[config.mk]
export PLATFORM = sky130hd
export DESIGN_NAME = atareg_ctrl
export DESIGN_NICKNAME = d
export VERILOG_FILES = /design/src/rtl/atareg_pkg.sv /design/src/rtl/atareg_rst_sync.sv /design/src/rtl/atareg_timer.sv /design/src/rtl/atareg_seq.sv /design/src/rtl/atareg_pins.sv /design/src/rtl/atareg_ctrl.sv
export SDC_FILE = /design/constraint.sdc
export NUM_CORES = 1
export LEC_CHECK = 0
export ABC_AREA = 1
export ABC_CLOCK_PERIOD_IN_PS = 3100
export CORE_MARGIN = 5
export CORE_UTILIZATION = 25
export DETAILED_ROUTE_END_ITERATION = 7
export DONT_BUFFER_PORTS = 1
export SYNTH_ARGS = -nofsm -noshare
export SYNTH_HDL_FRONTEND = slang
export SYNTH_SLANG_ARGS = --single-unit
export TNS_END_PERCENT = 50
[constraint.sdc]
create_clock -name clk -period 3.1 [get_ports clk]
set_input_delay 0.31 -clock clk [delete_from_list [all_inputs] [get_ports clk]]
set_output_delay 0.31 -clock clk [all_outputs]
set_load 0.03 [all_outputs]
[src/rtl/atareg_pkg.sv]
package atareg_pkg;

  typedef enum logic [2:0] {
    PH_IDLE,
    PH_SETUP,
    PH_STROBE,
    PH_HOLD,
    PH_DONE
  } phase_e;

  localparam int SEL_W   = 5;
  localparam int CS1_POS = 4;
  localparam int CS0_POS = 3;
  localparam int ADDR_W  = 3;

  function automatic int max3(input int a, input int b, input int c);
    int m;
    m = (a > b) ? a : b;
    return (m > c) ? m : c;
  endfunction

endpackage

[src/rtl/atareg_rst_sync.sv]
module atareg_rst_sync #(
  parameter int STAGES = 2
) (
  input  logic clk,
  input  logic rst_n,
  output logic rst_n_sync
);

  logic [STAGES-1:0] chain_q;
  logic [STAGES-1:0] chain_d;

  always_comb begin
    chain_d = {chain_q[STAGES-2:0], 1'b1};
  end

  always_ff @(posedge clk or negedge rst_n) begin
    if (!rst_n) chain_q <= '0;
    else        chain_q <= chain_d;
  end

  assign rst_n_sync = chain_q[STAGES-1];

endmodule

[src/rtl/atareg_timer.sv]
module atareg_timer #(
  parameter int CNT_W = 9
) (
  input  logic             clk,
  input  logic             rst_n,
  input  logic             load,
  input  logic [CNT_W-1:0] load_val,
  output logic             expired
);

  logic [CNT_W-1:0] cnt_q;
  logic [CNT_W-1:0] cnt_d;

  always_comb begin
    cnt_d = cnt_q;
    if (load)               cnt_d = load_val;
    else if (cnt_q != '0)   cnt_d = cnt_q - 1'b1;
  end

  always_ff @(posedge clk or negedge rst_n) begin
    if (!rst_n) cnt_q <= '0;
    else        cnt_q <= cnt_d;
  end

  assign expired = (cnt_q == '0);

endmodule

[src/rtl/atareg_seq.sv]
module atareg_seq
  import atareg_pkg::*;
#(
  parameter int SETUP_CYC  = 500,
  parameter int STROBE_CYC = 500,
  parameter int HOLD_CYC   = 2,
  parameter int CNT_W      = 9
) (
  input  logic             clk,
  input  logic             rst_n,
  input  logic             req_valid,
  input  logic             tmr_expired,
  output phase_e           phase_q,
  output phase_e           phase_d,
  output logic             accept,
  output logic             capture,
  output logic             tmr_load,
  output logic [CNT_W-1:0] tmr_val
);

  localparam logic [CNT_W-1:0] L_SETUP  = CNT_W'(SETUP_CYC - 1);
  localparam logic [CNT_W-1:0] L_STROBE = CNT_W'(STROBE_CYC - 1);
  localparam logic [CNT_W-1:0] L_HOLD   = CNT_W'(HOLD_CYC - 1);

  always_comb begin
    phase_d  = phase_q;
    accept   = 1'b0;
    capture  = 1'b0;
    tmr_load = 1'b0;
    tmr_val  = '0;
    unique case (phase_q)
      PH_IDLE: begin
        if (req_valid) begin
          accept   = 1'b1;
          phase_d  = PH_SETUP;
          tmr_load = 1'b1;
          tmr_val  = L_SETUP;
        end
      end
      PH_SETUP: begin
        if (tmr_expired) begin
          phase_d  = PH_STROBE;
          tmr_load = 1'b1;
          tmr_val  = L_STROBE;
        end
      end
      PH_STROBE: begin
        if (tmr_expired) begin
          capture  = 1'b1;
          phase_d  = PH_HOLD;
          tmr_load = 1'b1;
          tmr_val  = L_HOLD;
        end
      end
      PH_HOLD: begin
        if (tmr_expired) phase_d = PH_DONE;
      end
      PH_DONE: phase_d = PH_IDLE;
      default: phase_d = PH_IDLE;
    endcase
  end

  always_ff @(posedge clk or negedge rst_n) begin
    if (!rst_n) phase_q <= PH_IDLE;
    else        phase_q <= phase_d;
  end

endmodule

[src/rtl/atareg_pins.sv]
module atareg_pins
  import atareg_pkg::*;
#(
  parameter int DATA_W = 16
) (
  input  logic              clk,
  input  logic              rst_n,
  input  logic              accept,
  input  logic              capture,
  input  phase_e            phase_d,
  input  logic              req_write,
  input  logic [SEL_W-1:0]  req_sel,
  input  logic [DATA_W-1:0] req_wdata,
  input  logic [DATA_W-1:0] dev_data_in,
  output logic              dev_cs0_n,
  output logic              dev_cs1_n,
  output logic [ADDR_W-1:0] dev_addr,
  output logic              dev_rd_n,
  output logic              dev_wr_n,
  output logic [DATA_W-1:0] dev_data_out,
  output logic              dev_data_oe,
  output logic              rsp_done,
  output logic [DATA_W-1:0] rsp_rdata
);

  // latched command, loaded only on acceptance
  logic              cmd_wr_q,    cmd_wr_d;
  logic [SEL_W-1:0]  cmd_sel_q,   cmd_sel_d;
  logic [DATA_W-1:0] cmd_wdata_q, cmd_wdata_d;

  // pin registers, decoded from the next phase so the pins are glitch free
  logic              cs0_d, cs1_d, rd_d, wr_d, oe_d, done_d;
  logic [ADDR_W-1:0] addr_d;
  logic [DATA_W-1:0] dout_d;
  logic [DATA_W-1:0] rdata_d;
  logic              on_bus;

  always_comb begin
    cmd_wr_d    = accept ? req_write : cmd_wr_q;
    cmd_sel_d   = accept ? req_sel   : cmd_sel_q;
    cmd_wdata_d = accept ? req_wdata : cmd_wdata_q;

    on_bus = (phase_d == PH_SETUP) || (phase_d == PH_STROBE) || (phase_d == PH_HOLD);
    cs1_d  = on_bus ? cmd_sel_d[CS1_POS] : 1'b1;
    cs0_d  = on_bus ? cmd_sel_d[CS0_POS] : 1'b1;
    addr_d = on_bus ? cmd_sel_d[ADDR_W-1:0] : '0;
    wr_d   = !((phase_d == PH_STROBE) && cmd_wr_d);
    rd_d   = !((phase_d == PH_STROBE) && !cmd_wr_d);
    oe_d   = cmd_wr_d && ((phase_d == PH_STROBE) || (phase_d == PH_HOLD));
    dout_d = oe_d ? cmd_wdata_d : '0;
    done_d = (phase_d == PH_DONE);

    rdata_d = rsp_rdata;
    if (capture && !cmd_wr_q) rdata_d = dev_data_in;
  end

  always_ff @(posedge clk or negedge rst_n) begin
    if (!rst_n) begin
      cmd_wr_q     <= 1'b0;
      cmd_sel_q    <= '0;
      cmd_wdata_q  <= '0;
      dev_cs0_n    <= 1'b1;
      dev_cs1_n    <= 1'b1;
      dev_addr     <= '0;
      dev_rd_n     <= 1'b1;
      dev_wr_n     <= 1'b1;
      dev_data_oe  <= 1'b0;
      dev_data_out <= '0;
      rsp_done     <= 1'b0;
      rsp_rdata    <= '0;
    end else begin
      cmd_wr_q     <= cmd_wr_d;
      cmd_sel_q    <= cmd_sel_d;
      cmd_wdata_q  <= cmd_wdata_d;
      dev_cs0_n    <= cs0_d;
      dev_cs1_n    <= cs1_d;
      dev_addr     <= addr_d;
      dev_rd_n     <= rd_d;
      dev_wr_n     <= wr_d;
      dev_data_oe  <= oe_d;
      dev_data_out <= dout_d;
      rsp_done     <= done_d;
      rsp_rdata    <= rdata_d;
    end
  end

endmodule

[src/rtl/atareg_ctrl.sv]
module atareg_ctrl
  import atareg_pkg::*;
#(
  parameter int DATA_W     = 16,
  parameter int CLK_MHZ    = 50,
  parameter int SETUP_CYC  = 10 * CLK_MHZ,
  parameter int STROBE_CYC = 10 * CLK_MHZ,
  parameter int HOLD_CYC   = 2
) (
  input  logic              clk,
  input  logic              rst_n,
  input  logic              req_valid,
  input  logic              req_write,
  input  logic [4:0]        req_sel,
  input  logic [DATA_W-1:0] req_wdata,
  output logic              busy,
  output logic              rsp_done,
  output logic [DATA_W-1:0] rsp_rdata,
  output logic              dev_cs0_n,
  output logic              dev_cs1_n,
  output logic [2:0]        dev_addr,
  output logic              dev_rd_n,
  output logic              dev_wr_n,
  output logic [DATA_W-1:0] dev_data_out,
  output logic              dev_data_oe,
  input  logic [DATA_W-1:0] dev_data_in
);

  localparam int CNT_W = $clog2(max3(SETUP_CYC, STROBE_CYC, HOLD_CYC) + 1);

  logic             rst_n_s;
  phase_e           phase_q, phase_d;
  logic             accept, capture, tmr_load, tmr_expired;
  logic [CNT_W-1:0] tmr_val;

  atareg_rst_sync #(.STAGES(2)) i_rst_sync (
    .clk        (clk),
    .rst_n      (rst_n),
    .rst_n_sync (rst_n_s)
  );

  atareg_timer #(.CNT_W(CNT_W)) i_timer (
    .clk      (clk),
    .rst_n    (rst_n_s),
    .load     (tmr_load),
    .load_val (tmr_val),
    .expired  (tmr_expired)
  );

  atareg_seq #(
    .SETUP_CYC  (SETUP_CYC),
    .STROBE_CYC (STROBE_CYC),
    .HOLD_CYC   (HOLD_CYC),
    .CNT_W      (CNT_W)
  ) i_seq (
    .clk         (clk),
    .rst_n       (rst_n_s),
    .req_valid   (req_valid),
    .tmr_expired (tmr_expired),
    .phase_q     (phase_q),
    .phase_d     (phase_d),
    .accept      (accept),
    .capture     (capture),
    .tmr_load    (tmr_load),
    .tmr_val     (tmr_val)
  );

  atareg_pins #(.DATA_W(DATA_W)) i_pins (
    .clk          (clk),
    .rst_n        (rst_n_s),
    .accept       (accept),
    .capture      (capture),
    .phase_d      (phase_d),
    .req_write    (req_write),
    .req_sel      (req_sel),
    .req_wdata    (req_wdata),
    .dev_data_in  (dev_data_in),
    .dev_cs0_n    (dev_cs0_n),
    .dev_cs1_n    (dev_cs1_n),
    .dev_addr     (dev_addr),
    .dev_rd_n     (dev_rd_n),
    .dev_wr_n     (dev_wr_n),
    .dev_data_out (dev_data_out),
    .dev_data_oe  (dev_data_oe),
    .rsp_done     (rsp_done),
    .rsp_rdata    (rsp_rdata)
  );

  assign busy = (phase_q != PH_IDLE);

endmodule

==> metrics.cfg <==
[outcome]
result_of_the_run=completed

[floorplan]
fp.coreArea_um2=13190
die-area_um2=15800
initial_core_util=0.2537
floorplan.die.width_um=125.7
rows=42
ioPinCount=83
dieHeight_um=125.7

[worst_setup_path]
startpoint=i_timer.cnt_q[0]$_DFFE_PN0P_
rrSetupSlack_ps=1030
critPathArrivalTime_ps=2270
critical_path.slowest_cell=nand3_2
reg2reg_depth=7
critical_path_required_ps=3300
worstSetupEndpoint=i_pins.rsp_rdata[9]$_DFFE_PN0P_
slowest_delay_ps=580
start_kind=register
worstReg2RegEnd=i_pins.rsp_rdata[9]$_DFFE_PN0P_
setup.worst_path.end_class=register
path_max_fanout=32
crit_chain=inv_1 -> ha_1 -> nand3_1 -> nor2_4 -> nand3_2 -> nand2_1 -> o21ai_2
r2r_start=i_timer.cnt_q[0]$_DFFE_PN0P_
worst-setup-path-type=reg -> reg

[yosys]
post_synth_num_cell_types=29
synthXorXnorAreaFrac=0.007853
synth_compound_area_frac=0.1066
number_of_synthesized_flops_with_an_enable_pin=0
adder_cell_area_share_of_the_yosys_netlist=0.007479
post_synth_instance_area_um2=3346
synth_fp_nets=365
postSynthCellCount=322
synth-seq-area-share=0.5774
fraction_of_the_mapped_netlist_area_in_simple_logic_gates=0.2079
synthesis.yosys.warnings=0
yosys-mux-area-fraction=0
synthesis.area_per_instance_um2=10.39
synth_ff_type=dfrtp_1
postSynthRegisterBits=77
synth_async_sr_flop_share=1.000
combinational_family_with_the_most_area_after_synthesis=simple AND/OR/NAND/NOR gates

[route]
first_pass_iters=4
remaining_drc_errors=0
routedWlPerCell_um=14.50
num_vias=2058
routed_via_density=4.067
antenna_violating_nets_remaining=0
finalWirelength_mm=7.337
dr.first_iter.drc_count=114

[grt]
grt_max_degree=76
antenna_found_initial=0
first_global_vias=2078
global_route.overflow_total=0
grt_pass1_wl_mm=11.68
total_global_route_track_usage=0.09698

[layout]
nets=369
post_route_cells_drive_above_1_share=0.3212
fillCellCount=1355
area.growth.synth_to_final_pct=13.39
diodes=0

[clock_tree]
clock_sinks=77
postCtsSetupRepairBufs=0
h_tree_levels=3
tritoncts=done
worst_skew_pair.late_latency_ps=330
number_of_buffers_added_by_the_clock_tree_synthesis_step=9
number_of_buffers_between_clock_root_and_the_deepest_sink=2
clk_root_buffer_cell=clkbuf_16
cts.reportedPaths.clkPinSlew_ps=60

[sta]
timing.clock.skew_ps=4.175
fmax_mhz=483.4
maxSlewHeadroom=0.3608
final_period_minus_worst_setup_slack_ps=2069
setup_ws_ps=1031
tightest_slew_ps=958.7
finalCritPeriodShare=0.6673
final_setup_fails=0
setup_total_negative_slack_ps=0
hold_viol=0
rsz_0062_raised_after_global_routing=false
slew_viol_final=0
post_route_worst_hold_slack_ps=99.94

[power_and_ir_drop]
leakage_nw=2.029
power-per-cell-area_nw_per_um2=551.1
report.power.total_mw=2.091
vdd_drop_max_mv=0.2183

[place]
globalplace.congestion=0.8349
detailedPlacementHpwl_mm=5.307
port_buffers=0
placement.setup.worst_slack_ps=1029

[job]
max_cap_viol_count=0

[min_path]
hp-class=in -> reg

[Yosys cell counts, drive strengths merged (3+ instances only)]
cell	n	area [um^2]
a21oi	5	25.02
buf	6	76.32
dfrtp	73	1827
dfstp	4	105.1
inv	57	216.5
nand2	50	222.7
nand3	12	100.1
nor2	37	211.4
o21ai	43	331.6
or2	21	131.4
xor2	3	26.28
[area by class of cell]
cell class / count / area (um^2) / area share
timing repair buffer: 1 / 10.01 / 0.002639
tap: 176 / 220.2 / 0.05805
inverter: 58 / 220.2 / 0.05805
multi-input combinational: 179 / 1107 / 0.2919
clock inverter: 3 / 43.79 / 0.01154
sequential: 77 / 1936 / 0.5102
clock buffer: 12 / 256.5 / 0.06761
[layer usage]
metal / global-route usage / part of all wire / wire, um
met3: 0.03853 / 0.068 / 496
met4: 0.04974 / 0.019 / 140
met2: 0.1532 / 0.49 / 3618
met1: 0.1142 / 0.42 / 3081
met5: 0 / 0 / 0
[worst min-delay path by stage]
stage,end,from,depth (start not counted),slack (ps)
after floorplan,i_rst_sync.chain_q[0]$_DFF_PN0_,rst_n,0,10
after global placement,i_rst_sync.chain_q[0]$_DFF_PN0_,rst_n,0,10
after detailed placement,i_rst_sync.chain_q[0]$_DFF_PN0_,rst_n,0,10
after CTS,i_pins.cmd_wdata_q[15]$_DFF_PN0_,req_wdata[15],2,90
after global routing,i_pins.cmd_wdata_q[15]$_DFF_PN0_,req_wdata[15],2,90
final,i_pins.cmd_wdata_q[3]$_DFF_PN0_,req_wdata[3],2,100
[cell families after synthesis]
| kind of cell | Yosys count |
|---|---|
| buffers and inverters | 66 |
| flip-flops | 77 |
| adder cells (fa/ha/maj) | 2 |
| XOR/XNOR | 3 |
| AO/OA/AOI/OAI | 48 |
| other | 1 |
| AND/OR/NAND/NOR | 125 |
[report_power, final]
part	switching [mW]	total [mW]	internal (mW)
combinational	0.00621	0.00881	0.00260
sequential	0.0182	1.03	1.01
clock	0.392	1.06	0.664
total	0.417	2.09	1.67
[worst max-delay path, delay by kind of cell (launching register included)]
kind	cells	cell delay, ps
AO/OA/AOI/OAI	1	70
adder cells (fa/ha/maj)	1	190
buffers and inverters	1	140
flip-flops	1	370
AND/OR/NAND/NOR	4	1150
[stage by stage]
step                        util  std cells  cell area [um^2]
after floorplan                -        322              3346
after global placement    0.2641        490              3483
after detailed placement  0.2641        490              3483
after CTS                 0.2876        506              3794
after global routing      0.2876        506              3794
final                     0.2876        506              3794
[flip-flops by register name, summed over array words and instances (netlist names), 2 cells and up]
name / cells
i_pins.cmd_wdata_q: 16
i_pins.dev_data_out: 16
i_pins.rsp_rdata: 16
i_timer.cnt_q: 9
i_pins.cmd_sel_q: 5
i_pins.dev_addr: 3
i_seq.phase_q: 3
i_rst_sync.chain_q: 2
[cell usage in the layout, fill, tap and decap left out, types with 4 or more instances in the layout]
master     instances
nand2_1           42
dfrtp_1           72
o21ai_2           31
o21ai_0           12
inv_1             53
clkbuf_16          9
nor2_1            18
nand2_2            5
nand3_1            7
a21oi_1            5
dfstp_2            4
or2_2             20
nor2_2            14
nor2_4             5
[timing repair]
action	CTS	global route
hold buffers	1	0
hold endpoints to repair	2	0
resized for setup	0	0
No activity file was read; power rests on OpenSTA's default activity.
